File: config.mk
export PLATFORM = sky130hd
export DESIGN_NAME = sdreg_bridge
export DESIGN_NICKNAME = d
export VERILOG_FILES = /design/src/rtl/sdreg_pkg.sv /design/src/rtl/sdreg_lane_swap.sv /design/src/rtl/sdreg_read_fix.sv /design/src/rtl/sdreg_write_fix.sv /design/src/rtl/sdreg_bridge.sv
export SDC_FILE = /design/constraint.sdc
export NUM_CORES = 1
export LEC_CHECK = 0
export BUFFER_PORTS_ARGS = -buffer_cell sky130_fd_sc_hd__buf_4
export CAP_MARGIN = 30
export CORE_MARGIN = 2
export CORE_UTILIZATION = 40
export DETAILED_ROUTE_END_ITERATION = 16
export PLACE_DENSITY = 0.63
export SLEW_MARGIN = 20
export SYNTH_ARGS = -nofsm -noshare
export SYNTH_HDL_FRONTEND = slang
export SYNTH_HIERARCHICAL = 1
export SYNTH_SLANG_ARGS = --single-unit
File: constraint.sdc
create_clock -name clk -period 3.6 [get_ports clk]
set_input_delay 0.36 -clock clk [delete_from_list [all_inputs] [get_ports clk]]
set_output_delay 0.36 -clock clk [all_outputs]
set_load 0.02 [all_outputs]
File: src/rtl/sdreg_pkg.sv
package sdreg_pkg;

  typedef enum logic [1:0] {
    SZ_BYTE = 2'd0,
    SZ_HALF = 2'd1,
    SZ_WORD = 2'd2
  } acc_size_t;

  typedef enum logic [1:0] {
    S_IDLE,
    S_DEC,
    S_RD,
    S_WR
  } brg_state_t;

  // standard register offsets whose handling differs
  localparam logic [7:0] OFF_BLKSZ = 8'h04;
  localparam logic [7:0] OFF_XFER  = 8'h0C;
  localparam logic [7:0] OFF_CMD   = 8'h0E;
  localparam logic [7:0] OFF_PRES  = 8'h24;
  localparam logic [7:0] OFF_HCTL  = 8'h28;
  localparam logic [7:0] OFF_PWR   = 8'h29;
  localparam logic [7:0] OFF_IEN   = 8'h34;
  localparam logic [7:0] OFF_CAP0  = 8'h40;
  localparam logic [7:0] OFF_CAP1  = 8'h44;

endpackage

File: src/rtl/sdreg_lane_swap.sv
module sdreg_lane_swap #(
  parameter bit SWAP   = 1'b1,
  parameter int LANES  = 4
) (
  input  logic [8*LANES-1:0] din,
  output logic [8*LANES-1:0] dout
);
  for (genvar i = 0; i < LANES; i++) begin : g_lane
    if (SWAP) begin : g_rev
      assign dout[8*i +: 8] = din[8*(LANES-1-i) +: 8];
    end else begin : g_str
      assign dout[8*i +: 8] = din[8*i +: 8];
    end
  end
endmodule

File: src/rtl/sdreg_read_fix.sv
module sdreg_read_fix
  import sdreg_pkg::*;
#(
  parameter int         ADDR_W     = 8,
  parameter logic [7:0] VENDOR_VER = 8'h13
) (
  input  logic [1:0]        size,
  input  logic [ADDR_W-1:0] addr,
  input  logic [31:0]       word,
  output logic [31:0]       data
);
  localparam bit ADMA2_OK = (VENDOR_VER > 8'h12);

  logic [7:0]  lane8;
  logic [15:0] lane16;

  always_comb begin
    lane8  = word[{addr[1:0], 3'b000} +: 8];
    lane16 = addr[1] ? word[31:16] : word[15:0];
    data   = word;
    case (size)
      SZ_BYTE: begin
        data = {24'd0, lane8};
        if (addr == ADDR_W'(OFF_HCTL))
          data[4:3] = word[23:22];
      end
      SZ_HALF: data = {16'd0, lane16};
      default: begin
        if (addr == ADDR_W'(OFF_PRES))
          data = {7'd0, word[23], word[27:24], word[19:0]};
        else if (addr == ADDR_W'(OFF_CAP0)) begin
          if (word[20] && ADMA2_OK) data[19] = 1'b1;
        end else if (addr == ADDR_W'(OFF_CAP1))
          data[2:0] = 3'b000;
      end
    endcase
  end
endmodule

File: src/rtl/sdreg_write_fix.sv
module sdreg_write_fix
  import sdreg_pkg::*;
#(
  parameter int         ADDR_W  = 8,
  parameter logic [7:0] RSVD_HC = 8'h04
) (
  input  logic [1:0]        size,
  input  logic [ADDR_W-1:0] addr,
  input  logic [31:0]       wdata,
  input  logic [31:0]       old_word,
  input  logic [15:0]       shadow,
  output logic [31:0]       new_word
);
  always_comb begin
    new_word = old_word;
    case (size)
      SZ_BYTE: begin
        if (addr == ADDR_W'(OFF_HCTL)) begin
          new_word[23:22] = wdata[4:3];
          new_word[7:0]   = {wdata[7:5], old_word[4:3], wdata[2:0]} & ~RSVD_HC;
        end else
          new_word[{addr[1:0], 3'b000} +: 8] = wdata[7:0];
      end
      SZ_HALF: begin
        if (addr == ADDR_W'(OFF_CMD))
          new_word = {wdata[15:0], shadow};
        else begin
          new_word[{addr[1], 4'b0000} +: 16] = wdata[15:0];
          if (addr == ADDR_W'(OFF_BLKSZ))
            new_word[14:12] = 3'b000;
        end
      end
      default: begin
        new_word = wdata;
        if (addr == ADDR_W'(OFF_IEN)) new_word[2] = 1'b1;
      end
    endcase
  end
endmodule

File: src/rtl/sdreg_bridge.sv
module sdreg_bridge
  import sdreg_pkg::*;
#(
  parameter int         ADDR_W     = 8,
  parameter bit         BIG_ENDIAN = 1'b1,
  parameter logic [7:0] VENDOR_VER = 8'h13,
  parameter logic [7:0] RSVD_HC    = 8'h04
) (
  input  logic              clk,
  input  logic              rst,
  input  logic              req,
  input  logic              we,
  input  logic [1:0]        size,
  input  logic [ADDR_W-1:0] addr,
  input  logic [31:0]       wdata,
  output logic              ack,
  output logic [31:0]       rdata,
  output logic              nreq,
  output logic              nwe,
  output logic [ADDR_W-1:0] naddr,
  output logic [31:0]       nwdata,
  input  logic              nack,
  input  logic [31:0]       nrdata
);
  brg_state_t        st;
  logic              l_we;
  logic [1:0]        l_size;
  logic [ADDR_W-1:0] l_addr;
  logic [31:0]       l_wdata;
  logic [15:0]       shadow;

  logic [31:0] nat_rd_host;   // native read word in host byte order
  logic [31:0] rd_fixed;
  logic [31:0] wr_fixed;
  logic [31:0] wr_native;

  logic dec_xfer, dec_pwr, dec_direct;

  assign dec_xfer   = l_we && (l_size == SZ_HALF) && (l_addr == ADDR_W'(OFF_XFER));
  assign dec_pwr    = l_we && (l_size == SZ_BYTE) && (l_addr == ADDR_W'(OFF_PWR));
  assign dec_direct = l_we && ((l_size == SZ_WORD) ||
                      ((l_size == SZ_HALF) && (l_addr == ADDR_W'(OFF_CMD))));

  sdreg_lane_swap #(.SWAP(BIG_ENDIAN), .LANES(4)) u_rd_swap (
    .din(nrdata), .dout(nat_rd_host));

  sdreg_lane_swap #(.SWAP(BIG_ENDIAN), .LANES(4)) u_wr_swap (
    .din(wr_fixed), .dout(wr_native));

  sdreg_read_fix #(.ADDR_W(ADDR_W), .VENDOR_VER(VENDOR_VER)) u_rfix (
    .size(l_size), .addr(l_addr), .word(nat_rd_host), .data(rd_fixed));

  sdreg_write_fix #(.ADDR_W(ADDR_W), .RSVD_HC(RSVD_HC)) u_wfix (
    .size(l_size), .addr(l_addr), .wdata(l_wdata), .old_word(nat_rd_host),
    .shadow(shadow), .new_word(wr_fixed));

  always_ff @(posedge clk) begin
    if (rst) begin
      st      <= S_IDLE;
      ack     <= 1'b0;
      rdata   <= '0;
      nreq    <= 1'b0;
      nwe     <= 1'b0;
      naddr   <= '0;
      nwdata  <= '0;
      shadow  <= '0;
      l_we    <= 1'b0;
      l_size  <= '0;
      l_addr  <= '0;
      l_wdata <= '0;
    end else begin
      ack <= 1'b0;
      case (st)
        S_IDLE: begin
          if (req) begin
            l_we    <= we;
            l_size  <= size;
            l_addr  <= addr;
            l_wdata <= wdata;
            st      <= S_DEC;
          end
        end
        S_DEC: begin
          naddr <= {l_addr[ADDR_W-1:2], 2'b00};
          if (dec_xfer) begin
            shadow <= l_wdata[15:0];
            ack    <= 1'b1;
            st     <= S_IDLE;
          end else if (dec_pwr) begin
            ack <= 1'b1;
            st  <= S_IDLE;
          end else if (dec_direct) begin
            nreq   <= 1'b1;
            nwe    <= 1'b1;
            nwdata <= wr_native;
            st     <= S_WR;
          end else begin
            nreq <= 1'b1;
            nwe  <= 1'b0;
            st   <= S_RD;
          end
        end
        S_RD: begin
          if (nack) begin
            if (l_we) begin
              nwe    <= 1'b1;
              nwdata <= wr_native;
              st     <= S_WR;
            end else begin
              nreq  <= 1'b0;
              rdata <= rd_fixed;
              ack   <= 1'b1;
              st    <= S_IDLE;
            end
          end
        end
        default: begin
          if (nack) begin
            nreq <= 1'b0;
            nwe  <= 1'b0;
            ack  <= 1'b1;
            st   <= S_IDLE;
          end
        end
      endcase
    end
  end

  // native accesses are always word aligned
  p_word_aligned_r1: assert property (@(posedge clk) disable iff (rst)
    nreq |-> (naddr[1:0] == 2'b00));

  // a transfer-mode write finishes without touching the native bus
  p_xfer_no_bus_r2: assert property (@(posedge clk) disable iff (rst)
    (st == S_DEC && dec_xfer) |=> (!nreq && ack));

  // a command write goes straight to a native write
  p_cmd_direct_r3: assert property (@(posedge clk) disable iff (rst)
    (st == S_DEC && l_we && l_size == SZ_HALF && l_addr == ADDR_W'(OFF_CMD))
      |=> (nreq && nwe));

  // a power-control write never reaches the native bus
  p_pwr_no_bus_r7: assert property (@(posedge clk) disable iff (rst)
    (st == S_DEC && dec_pwr) |=> (!nreq && ack));

  // read of a merge is followed directly by the write-back
  p_rmw_order_r11: assert property (@(posedge clk) disable iff (rst)
    (st == S_RD && nack && l_we) |=> (nreq && nwe));

  // a pending native request holds its address
  p_nreq_hold_r11: assert property (@(posedge clk) disable iff (rst)
    (nreq && !nack) |=> (nreq && $stable(naddr)));

  // one acknowledge per request, one cycle wide
  p_ack_pulse_r11: assert property (@(posedge clk) disable iff (rst)
    ack |=> !ack);

  // nothing pending in the cycle after reset
  p_reset_quiet_r13: assert property (@(posedge clk)
    $past(rst) |-> (!ack && !nreq));
endmodule

Word-level counts from Yosys, hierarchy flattened
Index checks and enable logic that the tools add are counted.
{"block": "classes", "bitwise": 2, "n_mux": 52, "n_shift": 5, "n_reduce_logical": 19, "n_eq_ne": 20, "addsub": 2}
{"op": "$mux W32", "count": 6}
{"op": "$pmux W32 S2", "count": 3}
{"op": "$bwmux W32", "count": 2}
{"op": "$eq A8 B6 Y1 const B", "count": 4}
{"op": "$shift A16 B7 Y32 const A", "count": 1}
{"op": "$shift A8 B7 Y32 const A", "count": 1}
{"op": "$shiftx A16 B7 Y32", "count": 1}
{"op": "$shiftx A32 B6 Y8", "count": 1}
{"op": "$shiftx A8 B7 Y32", "count": 1}
{"op": "$mux W1", "count": 20}
{"op": "$reduce_and A6 Y1", "count": 3}
{"op": "$eq A8 B4 Y1 const B", "count": 2}
{"op": "$eq A8 B7 Y1 const B", "count": 2}
{"op": "$mux W16", "count": 1}
{"op": "$mux W2", "count": 8}
{"op": "$mux W8", "count": 2}
{"op": "$mux W14", "count": 1}
{"op": "$ne A2 B2 Y1 const B", "count": 7}
{"op": "$neg A5 Y7", "count": 2}
{"op": "$mux W12", "count": 1}
{"op": "$mux W3", "count": 4}
{"op": "$pmux W1 S3", "count": 3}
{"op": "$eq A8 B3 Y1 const B", "count": 1}
{"op": "$logic_and A1 B1 Y1", "count": 6}
{"op": "other kinds (10)", "count": 17}
{"block": "totals", "input_bits": 79, "output_inout_bits": 75, "regBits": 134, "word_cells": 112}

Logic depth before layout (Yosys ltp)
Gate-level depths: netlist of the first run.
{"block": "depth", "word_depth": 10, "mapped_depth": 15, "mapped_depth_nobuf": 10}

By module
The synthesis of the first run kept the hierarchy.
{"mod": "sdreg_bridge", "n_inst": 1, "seq_area_each_um2": 2682.6, "cells_each": 745, "area_each_um2": 6039.5}
{"mod": "sdreg_write_fix", "n_inst": 1, "seq_area_each_um2": 0.0, "cells_each": 281, "area_each_um2": 1869.3}
{"mod": "sdreg_read_fix", "n_inst": 1, "seq_area_each_um2": 0.0, "cells_each": 124, "area_each_um2": 813.3}
{"mod": "sdreg_lane_swap", "n_inst": 2, "seq_area_each_um2": 0.0, "cells_each": 32, "area_each_um2": 240.2}

Least setup slack after synthesis of the first run
No wires, ideal clock.
{"block": "synth_timing", "path_kind": "reg2reg", "from": "register l_addr[1]", "to": "register nwdata[7]", "setup_ps": 112, "t_arrival_ps": 3012, "synth_period_minus_slack_ps": 3124, "path_stages_with_launch": 13, "t_required_ps": 3488, "n_path_buf": 2, "setup_slack_ps": 476, "cell_sequence": "dfxtp_1 -> clkbuf_1 -> inv_1 -> ha_1 -> nor4b_2 -> nand3_1 -> mux2_2 -> o211ai_1 -> buf_4 -> nor2b_1 -> nor2_1 -> o21a_1 -> a2111oi_1"}
{"block": "synth_between", "elab_chain_len": 9, "elab_cells_between_ends": 30, "cone_classes": "add/sub (2); eq/ne (7); shift (4); mux (11); reduce/logical (6)"}
{"item": "start, declared", "line": "sdreg_bridge.sv:28", "source": "logic [ADDR_W-1:0] l_addr;"}
{"item": "start signal, assigned", "line": "sdreg_bridge.sv:78", "source": "l_addr <= addr;"}
{"item": "$neg A5 Y7 (on tied branches)", "line": "sdreg_write_fix.sv:28, sdreg_write_fix.sv:22"}
{"item": "$shiftx A16 B7 Y32 (tied with other cells)", "line": "sdreg_write_fix.sv:28", "source": "new_word[{addr[1], 4'b0000} +: 16] = wdata[15:0];"}
{"item": "$bwmux W32 (on tied branches)", "line": "sdreg_write_fix.sv:28, sdreg_write_fix.sv:22"}
{"item": "$mux W32 / $mux W8 (equally long branches)", "line": "sdreg_write_fix.sv:25, sdreg_write_fix.sv:18"}
{"item": "$pmux W32 S2 *", "line": "sdreg_write_fix.sv:16", "source": "case (size)"}
{"item": "via wr_fixed[31]", "line": "sdreg_bridge.sv:34", "source": "logic [31:0] wr_fixed;"}
{"item": "$mux W32", "line": "sdreg_bridge.sv:92", "source": "end else if (dec_direct) begin"}
{"item": "$mux W32", "line": "sdreg_bridge.sv:89", "source": "end else if (dec_pwr) begin"}
{"item": "$mux W32", "line": "sdreg_bridge.sv:85", "source": "if (dec_xfer) begin"}
{"item": "$pmux W32 S2 *", "line": "sdreg_bridge.sv:73", "source": "case (st)"}
{"item": "end signal, assigned", "line": "sdreg_bridge.sv:95", "source": "nwdata <= wr_native;"}
{"item": "end signal, assigned", "line": "sdreg_bridge.sv:107", "source": "nwdata <= wr_native;"}
{"item": "end, declared", "line": "sdreg_bridge.sv:21", "source": "output logic [31:0] nwdata,"}
Mark *: on every way through the listed nets, which the timed path passes. The rest lies on a longest branch. The select of a mux whose other input is x is not followed.
A chain may end at the register's enable or synchronous reset.

Worst setup path after layout of the first run
{"block": "layout_timing", "from": "register l_addr[1]", "to": "register nwdata[13]"}
{"block": "layout_between", "elab_chain_len": 9, "elab_cells_between_ends": 30, "cone_classes": "add/sub (2); eq/ne (7); shift (4); mux (11); reduce/logical (6)"}
{"item": "$neg A5 Y7 (on tied branches)", "line": "sdreg_write_fix.sv:28, sdreg_write_fix.sv:22"}
{"item": "$shiftx A16 B7 Y32 (tied with other cells)", "line": "sdreg_write_fix.sv:28"}
{"item": "$bwmux W32 (on tied branches)", "line": "sdreg_write_fix.sv:28, sdreg_write_fix.sv:22"}
{"item": "$mux W32 / $mux W14 (equally long branches)", "line": "sdreg_write_fix.sv:25, sdreg_write_fix.sv:18"}
{"item": "$pmux W32 S2 *", "line": "sdreg_write_fix.sv:16"}
{"item": "via wr_fixed[21]", "line": "sdreg_bridge.sv:34"}
{"item": "$mux W32", "line": "sdreg_bridge.sv:92"}
{"item": "$mux W32", "line": "sdreg_bridge.sv:89"}
{"item": "$mux W32", "line": "sdreg_bridge.sv:85"}
{"item": "$pmux W32 S2 *", "line": "sdreg_bridge.sv:73"}
Marks and branches as above.

==> results.md, run 1 <==
- Layout cells sized above 1: 21.98%
- Seq/Total Area, Yosys: 29.15%
- Async SR Flop Fraction: 0%
- Clock sink total: 134
- Global-route wire length before repair: 49.12 mm
- Met1 usage: 38.64%
- Yosys reg bits: 134
- CP Max Fanout: 9
- Max-slew violations: 0
- Mapped Cells: 1,214
- Count leader, synth: nand2_1
- Initial antenna violation count: 0
- Final period utilization: 92.77%
- Rows: 55
- Setup Viol. Count Final: 0
- Synth unique cells: 78
- VDD IR-drop max: 0.0002794 V
- Vias per cell: 5.765
- Area growth, synth to finish: 15.39%
- Post-synth EDFFs: 0
- DRC Markers: 0
- Switching Share: slightly below 40%
- GRT Max-Usage Layer: met2
- Overall via count from detail_route: 8,936
- Cell internal pwr: 3682 uW
- Tot GR Track Use: a little over a quarter
- Final worst slack: approximately 0.26 ns
- Yosys warning total: 6
- WL final: ~33 mm
- Clk pin slew, worst setup/hold paths: ~0.060 ns
- Critical path endpoint category: register
- # fillers: 2,301
- Top cells by area, synth: dfxtp_1, nand2_1, a21oi_1
- Starting Density: 40.65%
- IO buf count: 151
- Req. time, crit path: 3.91 ns
- # nets final: 1,344
- Share of the synthesized area in the top cell type: approximately 30%
- Global Route met2 Usage: approximately 40%
- Slew HR: between 30% and 40%
- # diodes: 0
- Kind of critical path: reg2reg
- List of most frequent post-synthesis cells: nand2_1, dfxtp_1, a21oi_1
- Outcome: finished, final reports clean
- Post-route setup TNS: 0 ns
- Power per Cell Area: roughly 570 mW/mm^2
- DR WL/cell: 21.03 um
- Post-DP HPWL: ~23 mm
- Sequential share of power: 32.3%
- Root buffer cell: clkbuf_16
- Fmax achieved: between 200 and 300 MHz
- Grt met3 use: 4.139%
- Post CTS Setup Buffer Count: 0
- Worst-Margin Slew: 0.9754 ns
- Cts bufs inserted: 17
- Number of H-tree levels: 4
- Crit path DAT: ~3.7 ns
- Clock Tree Buf Depth: 2
- Dpl ws: 0.4274 ns
- TritonCTS clock tree: built
- Clk_lat worst skew: 0.42 ns
- Hold Path Class: in2reg
- Hold_buf cts: 0
- Final hold vios: 0
- Chip width: approximately 160 um
- Gate power share: about 41%
- Vias in the first global route: 8,004
- Post-CTS resize count: 0
- Core area: 0.02264 sq mm
- Synthesized area per cell: 7.580 sq um
- CP startpoint kind: register
- Die ar.: roughly 0.024 sq mm
- Ys flop type: dfxtp_1
- Yosys top cell by area: dfxtp_1
- Mapped Area: 0.009203 sq mm
- Maxcap violations: 0
- Drt pass-1 iters: 5
- GP Congestion: 0.9953
- Leak: 0.004097 uW
- Period minus WS final: roughly 3.3 ns
- 1st-iter DRT viols: 806
- Die Y: 155.7 um
- Clock power frac: between 20% and 30%
- Post-route ant nets: 0
- RSZ-0062 raised after global routing: false
- Final Skew: 0.01279 ns
- I/O pin count: 154
- Pin count of the biggest net entering global routing: 86
- Grt ovf: 0
- P_sw: between 2000 and 2500 uW
registers in the layout (all words and copies together), names as in the netlist:
signal,cells
rdata,32
shadow,16
l_size,2
l_wdata,32
ack,1
nwe,1
st,2
nwdata,32
nreq,1
l_addr,8
l_we,1
naddr,6
critical path, cell delays in order (launching register included):
cell	delay (ns)
dfxtp_2	0.37
inv_1	0.18
ha_1	0.38
nand4bb_1	0.43
o21ai_1	0.63
a221oi_1	0.18
o22ai_1	0.26
nor2b_1	0.25
nor2_1	0.06
o21a_1	0.18
a2111oi_2	0.31
final timing paths:
check | from | endpoint | slack (ns) | cells after the start
min reg2reg | rdata[0]$_SDFFE_PP0P_ | rdata[0]$_SDFFE_PP0P_ | 0.46 | 2
min | wdata[17] | l_wdata[17]$_SDFFE_PP0P_ | 0.19 | 3
max | l_addr[1]$_SDFFE_PP0P_ | nwdata[13]$_SDFFE_PP0P_ | 0.26 | 10
max reg2reg | l_addr[1]$_SDFFE_PP0P_ | nwdata[13]$_SDFFE_PP0P_ | 0.26 | 10
metrics by stage:
stage	utilization, %	power (uW)	std cells	hold slack, ns	cell area (sq um)
5_1_grt	46.90	6389	1550	0.1823	10620
4_1_cts	46.78	6059	1549	0.1710	10590
2_1_floorplan	-	3744	1215	0.4320	9206
3_5_place_dp	44.43	4419	1520	0.4474	10060
6_report	46.90	6071	1550	0.1851	10620
3_3_place_gp	44.38	4410	1520	0.4415	10050
layer usage:
layer	routed length (um)	up-vias
li1	-	4290
met1	14780	4239
met2	14600	374
met3	2560	33
met4	656	0
met5	0	-
kinds of logic (layout without fill, tap and decap cells):
kind of cell    after synthesis  after routing  synth area share (%)
fa+ha+maj                    10             10                 1.360
flops                       134            134                 29.15
simple gates                481            481                 25.89
mux                          48             48                 5.656
buf+inv                     221            271                 12.41
compound gates              319            319                 25.49
other cells                   1              2               0.04075
cell type report:
cell class | instances | area [sq um] | share of cell area [%]
multi-input combinational | 860 | 5408 | 50.93
sequential | 134 | 2685 | 25.29
timing repair buffer | 189 | 1439 | 13.55
clock buffer | 24 | 481.7 | 4.536
tap | 285 | 356.6 | 3.358
inverter | 53 | 198.9 | 1.873
clock inverter | 5 | 50.05 | 0.4713
power by group through the flow:
stage,combinational [uW],clock (uW),sequential (uW)
6_report,2480,1620,1960
5_1_grt,2680,1730,1980
4_1_cts,2440,1660,1960
3_5_place_dp,2430,0,1990
3_3_place_gp,2420,0,1990
2_1_floorplan,1690,0,2060
cell usage in the layout, fill, tap and decap left out, drive strengths merged, types with 33 or more instances in the layout:
master | Yosys | final
nand2 | 230 | 230
buf | 85 | 189
dfxtp | 134 | 134
a21oi | 133 | 133
nor2 | 56 | 56
inv | 53 | 53
nor2b | 44 | 44
nand3 | 39 | 39
mux2i | 37 | 37
o21a | 35 | 35
nor4 | 33 | 33
a2111oi | 33 | 33
Power figures use the tool's default switching activity.
==> run 2: changes to the inputs <==
--- a/config.mk
+++ b/config.mk
@@ -10,7 +10,7 @@
 export CORE_MARGIN = 2
 export CORE_UTILIZATION = 40
 export DETAILED_ROUTE_END_ITERATION = 16
-export PLACE_DENSITY = 0.63
+export PLACE_DENSITY = 0.62
 export SLEW_MARGIN = 20
 export SYNTH_ARGS = -nofsm -noshare
 export SYNTH_HDL_FRONTEND = slang
==> run 2 against run 1 <==
Compared with the run above:
- worst setup slack improved by 0.24 ns
- clock power grew 22%
- global-route usage down 0.13 points
==> results.md, run 2 (same netlist as run 1, synthesis figures left out) <==
- Root buffer cell: clkbuf_16
- Starting Density: 40.65% (unchanged)
- Overall via count from detail_route: 9,024 (+0.98%)
- Layout cells sized above 1: 22.01% (+0.035 points)
- Grt ovf: 0 (unchanged)
- Clk_lat worst skew: 0.43 ns (about the same)
- GP Congestion: 1.060 (+6.5%)
- WL final: 32.55 mm (-0.15%)
- Tot GR Track Use: 26.38% (-0.13 points)
- Crit-path max cell delay: 0.72 ns (+0.09 ns)
- Post-route cell area: 0.01071 sq mm (+0.87%)
- Die ar.: 0.02424 sq mm (unchanged)
- Commonest non-fill, non-tap cell in the layout: nand2_1
- CP startpoint kind: register
- I/O pin count: 154 (unchanged)
- Worst-Margin Slew: 0.8789 ns (-0.09648 ns)
- RSZ-0062 raised after global routing: false
- Hold_buf cts: 0 (unchanged)
- DRC Markers: 0 (unchanged)
- Most frequent cells in the layout: nand2_1, buf_4, dfxtp_1, a21oi_1, nor2_1
- # diodes: 0 (unchanged)
- Cells after DPL: 1,515 (-0.33%)
- Post-CTS resize count: 0 (unchanged)
- Chip width: 155.7 um (unchanged)
- Maxcap violations: 0 (unchanged)
- Final worst slack: 0.4985 ns (+0.2384 ns)
- Slew HR: 41.25% (+7.2 points)
- Hold Path Class: in2reg
- Largest regs: l_wdata (32), nwdata (32), rdata (32)
- Period minus WS final: 3.101 ns (-0.2384 ns)
- Clk pin slew, worst setup/hold paths: 0.06 ns (about the same)
- Rows: 55 (unchanged)
- Drt pass-1 iters: 5 (unchanged)
- Final Skew: 0.01197 ns (-0.0008212 ns)
- Outcome: finished, final reports clean
- Final hold vios: 0 (unchanged)
- Global-route wire length before repair: 49.18 mm (+0.11%)
- Post-route setup TNS: 0 ns (unchanged)
- Leak: 0.004122 uW (+0.60%)
- Crit path DAT: 3.42 ns (-0.23 ns)
- Clock Tree Buf Depth: 2 (unchanged)
- Power per Cell Area: 598.5 mW/mm^2 (+4.7%)
- Pin count of the biggest net entering global routing: 81 (-5.8%)
- Post-route ant nets: 0 (unchanged)
- IO buf count: 151 (unchanged)
- Setup Viol. Count Final: 0 (unchanged)
- Max-slew violations: 0 (unchanged)
- Dpl ws: 0.5811 ns (+0.1536 ns)
- Initial antenna violation count: 0 (unchanged)
- Req. time, crit path: 3.92 ns (about the same)
- Number of H-tree levels: 4 (unchanged)
- Die Y: 155.7 um (unchanged)
- # fillers: 2,272 (-1.3%)
- Slowest cell on crit path: dfxtp_1
- Placed inst area: 0.01003 sq mm (-0.32%)
- 1st-iter DRT viols: 977 (+21%)
- VDD IR-drop max: 0.0002941 V (+5.3%)
- TritonCTS clock tree: built
- Final period utilization: 86.15% (-6.6 points)
- Clock sink total: 134 (unchanged)
- Kind of critical path: reg2reg
- Area growth, synth to finish: 16.40%
- DR WL/cell: 21.03 um (about the same)
- Core area: 0.02264 sq mm (unchanged)
- Crit path cell chain: and4bb_2 > and2_1 > buf_4 > a21oi_1 > o211ai_1 > nor2b_1 > nor2_1 > o21a_1 > a2111oi_2
- Fmax achieved: 322.4 MHz (+7.7%)
- Post-DP HPWL: 22.84 mm (-0.58%)
- Critical path endpoint category: register
- Cts bufs inserted: 17 (unchanged)
- # nets final: 1,339 (-0.37%)
- CP Max Fanout: 14 (+5)
- Vias per cell: 5.829 (+1.1%)
- Post CTS Setup Buffer Count: 0 (unchanged)
- Vias in the first global route: 8,103 (+1.2%)
- Layout Cells excl Fill: 1,548 (-0.13%)
run 2: cell type report:
cell class	count	area (sq um)	share of cell area (%)
well taps	285	356.6	3.329
clock buffers	21	460.4	4.299
repair buffers	184	1418	13.23
clock inverters	11	196.4	1.834
multi-input cells	860	5396	50.38
flip-flops and latches	134	2685	25.07
inverters	53	198.9	1.857
run 2: report_power, final:
part           internal (uW)  switching [uW]
clock network           1270             704
registers               1710             258
logic                    985            1490
total                   3960            2450
run 2: final timing paths:
check	cells after the start	startpoint	slack, ns	endpoint
worst min-delay path	3	wdata[11]	0.18	l_wdata[11]$_SDFFE_PP0P_
worst max register to register	9	l_addr[3]$_SDFFE_PP0P_	0.50	nwdata[24]$_SDFFE_PP0P_
worst min register to register	2	rdata[14]$_SDFFE_PP0P_	0.45	rdata[14]$_SDFFE_PP0P_
worst max-delay path	9	l_addr[3]$_SDFFE_PP0P_	0.50	nwdata[24]$_SDFFE_PP0P_
run 2: per-stage QoR:
stage,util [%],total power (uW),hold slack (ns)
after floorplan,-,3744,0.4320
after global placement,44.24,4406,0.4427
after detailed placement,44.29,4412,0.4447
after CTS,47.19,6382,0.1695
after global routing,47.31,6709,0.1739
final,47.31,6411,0.1755
run 2: routing by layer:
| metal | up-vias | wire length [um] | global-route usage, % |
|---|---|---|---|
| met5 | - | 0 | 0 |
| li1 | 4301 | - | - |
| met2 | 422 | 14330 | 39.53 |
| met4 | 0 | 778 | 8.344 |
| met1 | 4253 | 14810 | 38.46 |
| met3 | 48 | 2640 | 4.472 |
run 2: critical path, delay by kind of cell (launching register included):
kind | cells | cell delay [ns]
AO/OA/AOI/OAI | 4 | 0.91
flip-flops | 1 | 0.72
AND/OR/NAND/NOR | 4 | 1.08
buffers and inverters | 1 | 0.28
==> run 3: changes to the inputs <==
--- a/config.mk
+++ b/config.mk
@@ -7,7 +7,7 @@
 export LEC_CHECK = 0
 export BUFFER_PORTS_ARGS = -buffer_cell sky130_fd_sc_hd__buf_4
 export CAP_MARGIN = 30
-export CORE_MARGIN = 2
+export CORE_MARGIN = 8
 export CORE_UTILIZATION = 40
 export DETAILED_ROUTE_END_ITERATION = 16
 export PLACE_DENSITY = 0.62
==> constraint.sdc (replaced) <==
create_clock -name clk -period 3.6 [get_ports clk]
set_input_delay 0.36 -clock clk [delete_from_list [all_inputs] [get_ports clk]]
set_output_delay 0.36 -clock clk [all_outputs]
set_load 0.005 [all_outputs]
==> run 3 against run 2 <==
Compared with the run above:
- final cell count grew 0.52%
- via count shrank 0.33%
- clock power down 7%
- total power fell by 4.4%
- wire length increased by 1.6%
- sequential power hardly changed
- worst hold slack better by 0.0026 ns
- sequential cell count unchanged
- die area rose by 16%
- first-iteration DRC count is 22% lower
- combinational power is 5% lower
- largest power group unchanged
==> results.md, run 3 (same netlist as run 1, synthesis figures left out) <==
- Maxcap violations: 0 (unchanged)
- Vias in the first global route: 8,536 (+5.3%)
- Pin count of the biggest net entering global routing: 69 (-15%)
- Total power: 6130 uW (-4.4%)
- Hold Path Class: in2reg
- Sequential share of power: 31.7% (+1.0 points)
- Reg2Reg Depth: 11 (+2)
- Chip width: 167.7 um (+7.7%)
- P_sw: 2318 uW (-5.4%)
- Vias per cell: 5.780 (-0.84%)
- Post-CTS resize count: 0 (unchanged)
- Switching Share: 37.81% (-0.39 points)
- Grt ovf: 0 (unchanged)
- # diodes: 0 (unchanged)
- Power per Cell Area: 572.5 mW/mm^2 (-4.4%)
- Critical path endpoint category: register
- Commonest non-fill, non-tap cell in the layout: nand2_1
- Fmax achieved: 325.2 MHz (+0.85%)
- Area growth, synth to finish: 16.36% (about the same)
- RSZ-0062 raised after global routing: false
- Post CTS Setup Buffer Count: 0 (unchanged)
- Layout cells sized above 1: 22.58% (+0.57 points)
- Clock sink total: 134 (unchanged)
- Period minus WS final: 3.075 ns (-0.02608 ns)
- Final hold vios: 0 (unchanged)
- Starting Density: 40.65% (unchanged)
- I/O pin count: 154 (unchanged)
- Setup Viol. Count Final: 0 (unchanged)
- Cts bufs inserted: 17 (unchanged)
- Core area: 0.02264 sq mm (unchanged)
- Kind of critical path: reg2reg
- GP Congestion: 0.9576 (-9.6%)
- Reg2Reg Setup Slack: 0.52 ns (+0.03 ns)
- Outcome: finished, final reports clean
- Clock Tree Buf Depth: 2 (unchanged)
- Post-route ant nets: 0 (unchanged)
- Worst R2R End: nwdata[4]$_SDFFE_PP0P_
- DR WL/cell: 21.25 um (+1.0%)
- Hold Startpoint: wdata[1]
- Initial antenna violation count: 0 (unchanged)
- CP startpoint kind: register
- WL final: 33.06 mm (+1.6%)
- # nets final: 1,347 (+0.60%)
- Max-slew violations: 0 (unchanged)
- Overall via count from detail_route: 8,994 (-0.33%)
- 1st-iter DRT viols: 759 (-22%)
- Drt pass-1 iters: 5 (unchanged)
- Number of H-tree levels: 4 (unchanged)
- Register area: 0.002685 sq mm (unchanged)
- Tot GR Track Use: 22.91% (-3.5 points)
- Leak: 0.004132 uW (+0.24%)
- Die ar.: 0.02812 sq mm (+16%)
- Clk pin slew, worst setup/hold paths: 0.06 ns (about the same)
- Hold_buf cts: 0 (unchanged)
- Crit path DAT: 3.40 ns (-0.02 ns)
- # fillers: 2,283 (+0.48%)
- Req. time, crit path: 3.92 ns (about the same)
- Crit path cell chain: inv_1 > ha_1 > and4bb_2 > and2_1 > buf_4 > a21oi_1 > o2111ai_1 > nor2b_1 > nor2_1 > o21a_1 > a2111oi_2
- Die Y: 167.7 um (+7.7%)
- TritonCTS clock tree: built
- Worst Path Buf+Inv: 2 (+1)
- Rows: 55 (unchanged)
- DRC Markers: 0 (unchanged)
- Slowest cell on crit path: and2_1
- Worst-Margin Slew: 0.8310 ns (-0.04795 ns)
- Largest regs: l_wdata (32), nwdata (32), rdata (32)
- Crit path max-delay family: simple AND/OR/NAND/NOR gates
- Reg-to-Reg Start: l_addr[0]$_SDFFE_PP0P_
- VDD IR-drop max: 0.0002901 V (-1.4%)
- Slew HR: 44.49% (+3.2 points)
- Clk_lat worst skew: 0.43 ns (about the same)
- Clock power frac: 29.9% (-0.9 points)
- Cell internal pwr: 3813 uW (-3.8%)
- Final period utilization: 85.43% (-0.72 points)
- Most frequent cells in the layout: nand2_1, buf_4, dfxtp_1, a21oi_1, nor2_1
- Hold endpoint: l_wdata[1]$_SDFFE_PP0P_
- Crit-path max cell delay: 0.50 ns (-0.22 ns)
- Global-route wire length before repair: 50.81 mm (+3.3%)
- CP Max Fanout: 14 (unchanged)
- Post-DP HPWL: 23.73 mm (+3.9%)
- Post-route setup TNS: 0 ns (unchanged)
- IO buf count: 151 (unchanged)
- Hold Crit Depth: 3 (unchanged)
- Gate power share: 38.4% (-0.2 points)
- Footprint of the multi-input gates: 0.005396 sq mm (unchanged)
- Final Skew: 0.01033 ns (-0.001637 ns)
- Root buffer cell: clkbuf_16
-- run 3: tightest hold or removal path: stages --
cell,delay (ns)
buf_4,0.11
nand2_1,0.04
a21oi_1,0.05
-- run 3: area by class of cell --
type | count | area share [%]
Sequential cell | 134 | 25.08
Tap cell | 285 | 3.330
Multi-Input combinational cell | 860 | 50.40
Inverter | 53 | 1.858
Clock inverter | 12 | 1.426
Timing Repair Buffer | 192 | 13.65
Clock buffer | 20 | 4.265
-- run 3: routing by layer --
| metal | track usage [%] | wire length (um) | part of all wire, % |
|---|---|---|---|
| met5 | 0 | 0 | 0 |
| met2 | 35.62 | 15020 | 45 |
| met1 | 31.15 | 14580 | 44 |
| met4 | 6.910 | 698 | 2.1 |
| met3 | 5.055 | 2763 | 8.4 |
-- run 3: how the worst max path moves through the flow --
stage	startpoint	end	cells after the start
after CTS	l_addr[1]$_SDFFE_PP0P_	nwdata[7]$_SDFFE_PP0P_	11
after detailed placement	l_addr[1]$_SDFFE_PP0P_	nwdata[7]$_SDFFE_PP0P_	11
after global routing	l_addr[1]$_SDFFE_PP0P_	nwdata[12]$_SDFFE_PP0P_	11
final	l_addr[0]$_SDFFE_PP0P_	nwdata[4]$_SDFFE_PP0P_	11
after floorplan	l_addr[1]$_SDFFE_PP0P_	nwdata[7]$_SDFFE_PP0P_	12
after global placement	l_addr[1]$_SDFFE_PP0P_	nwdata[27]$_SDFFE_PP0P_	9
-- run 3: per-stage QoR --
stage	cells	instance area (sq um)	hold WS (ns)	setup WS [ns]	util, %
final	1556	10710	0.1781	0.5246	47.29
after global routing	1556	10710	0.1705	0.3560	47.29
after CTS	1556	10710	0.1670	0.6107	47.29
after detailed placement	1524	10100	0.4446	0.6458	44.60
after global placement	1523	10070	0.4404	0.6457	44.48
after floorplan	1215	9206	0.4320	0.4760	-
-- run 3: power by group through the flow --
| stage | Clock, uW | Combinational (uW) | Sequential, uW |
|---|---|---|---|
| 4_1_cts | 1860 | 2330 | 1940 |
| 3_3_place_gp | 0 | 2290 | 1970 |
| 2_1_floorplan | 0 | 1690 | 1900 |
| 3_5_place_dp | 0 | 2320 | 1980 |
| 6_report | 1830 | 2350 | 1940 |
| 5_1_grt | 1940 | 2550 | 1970 |
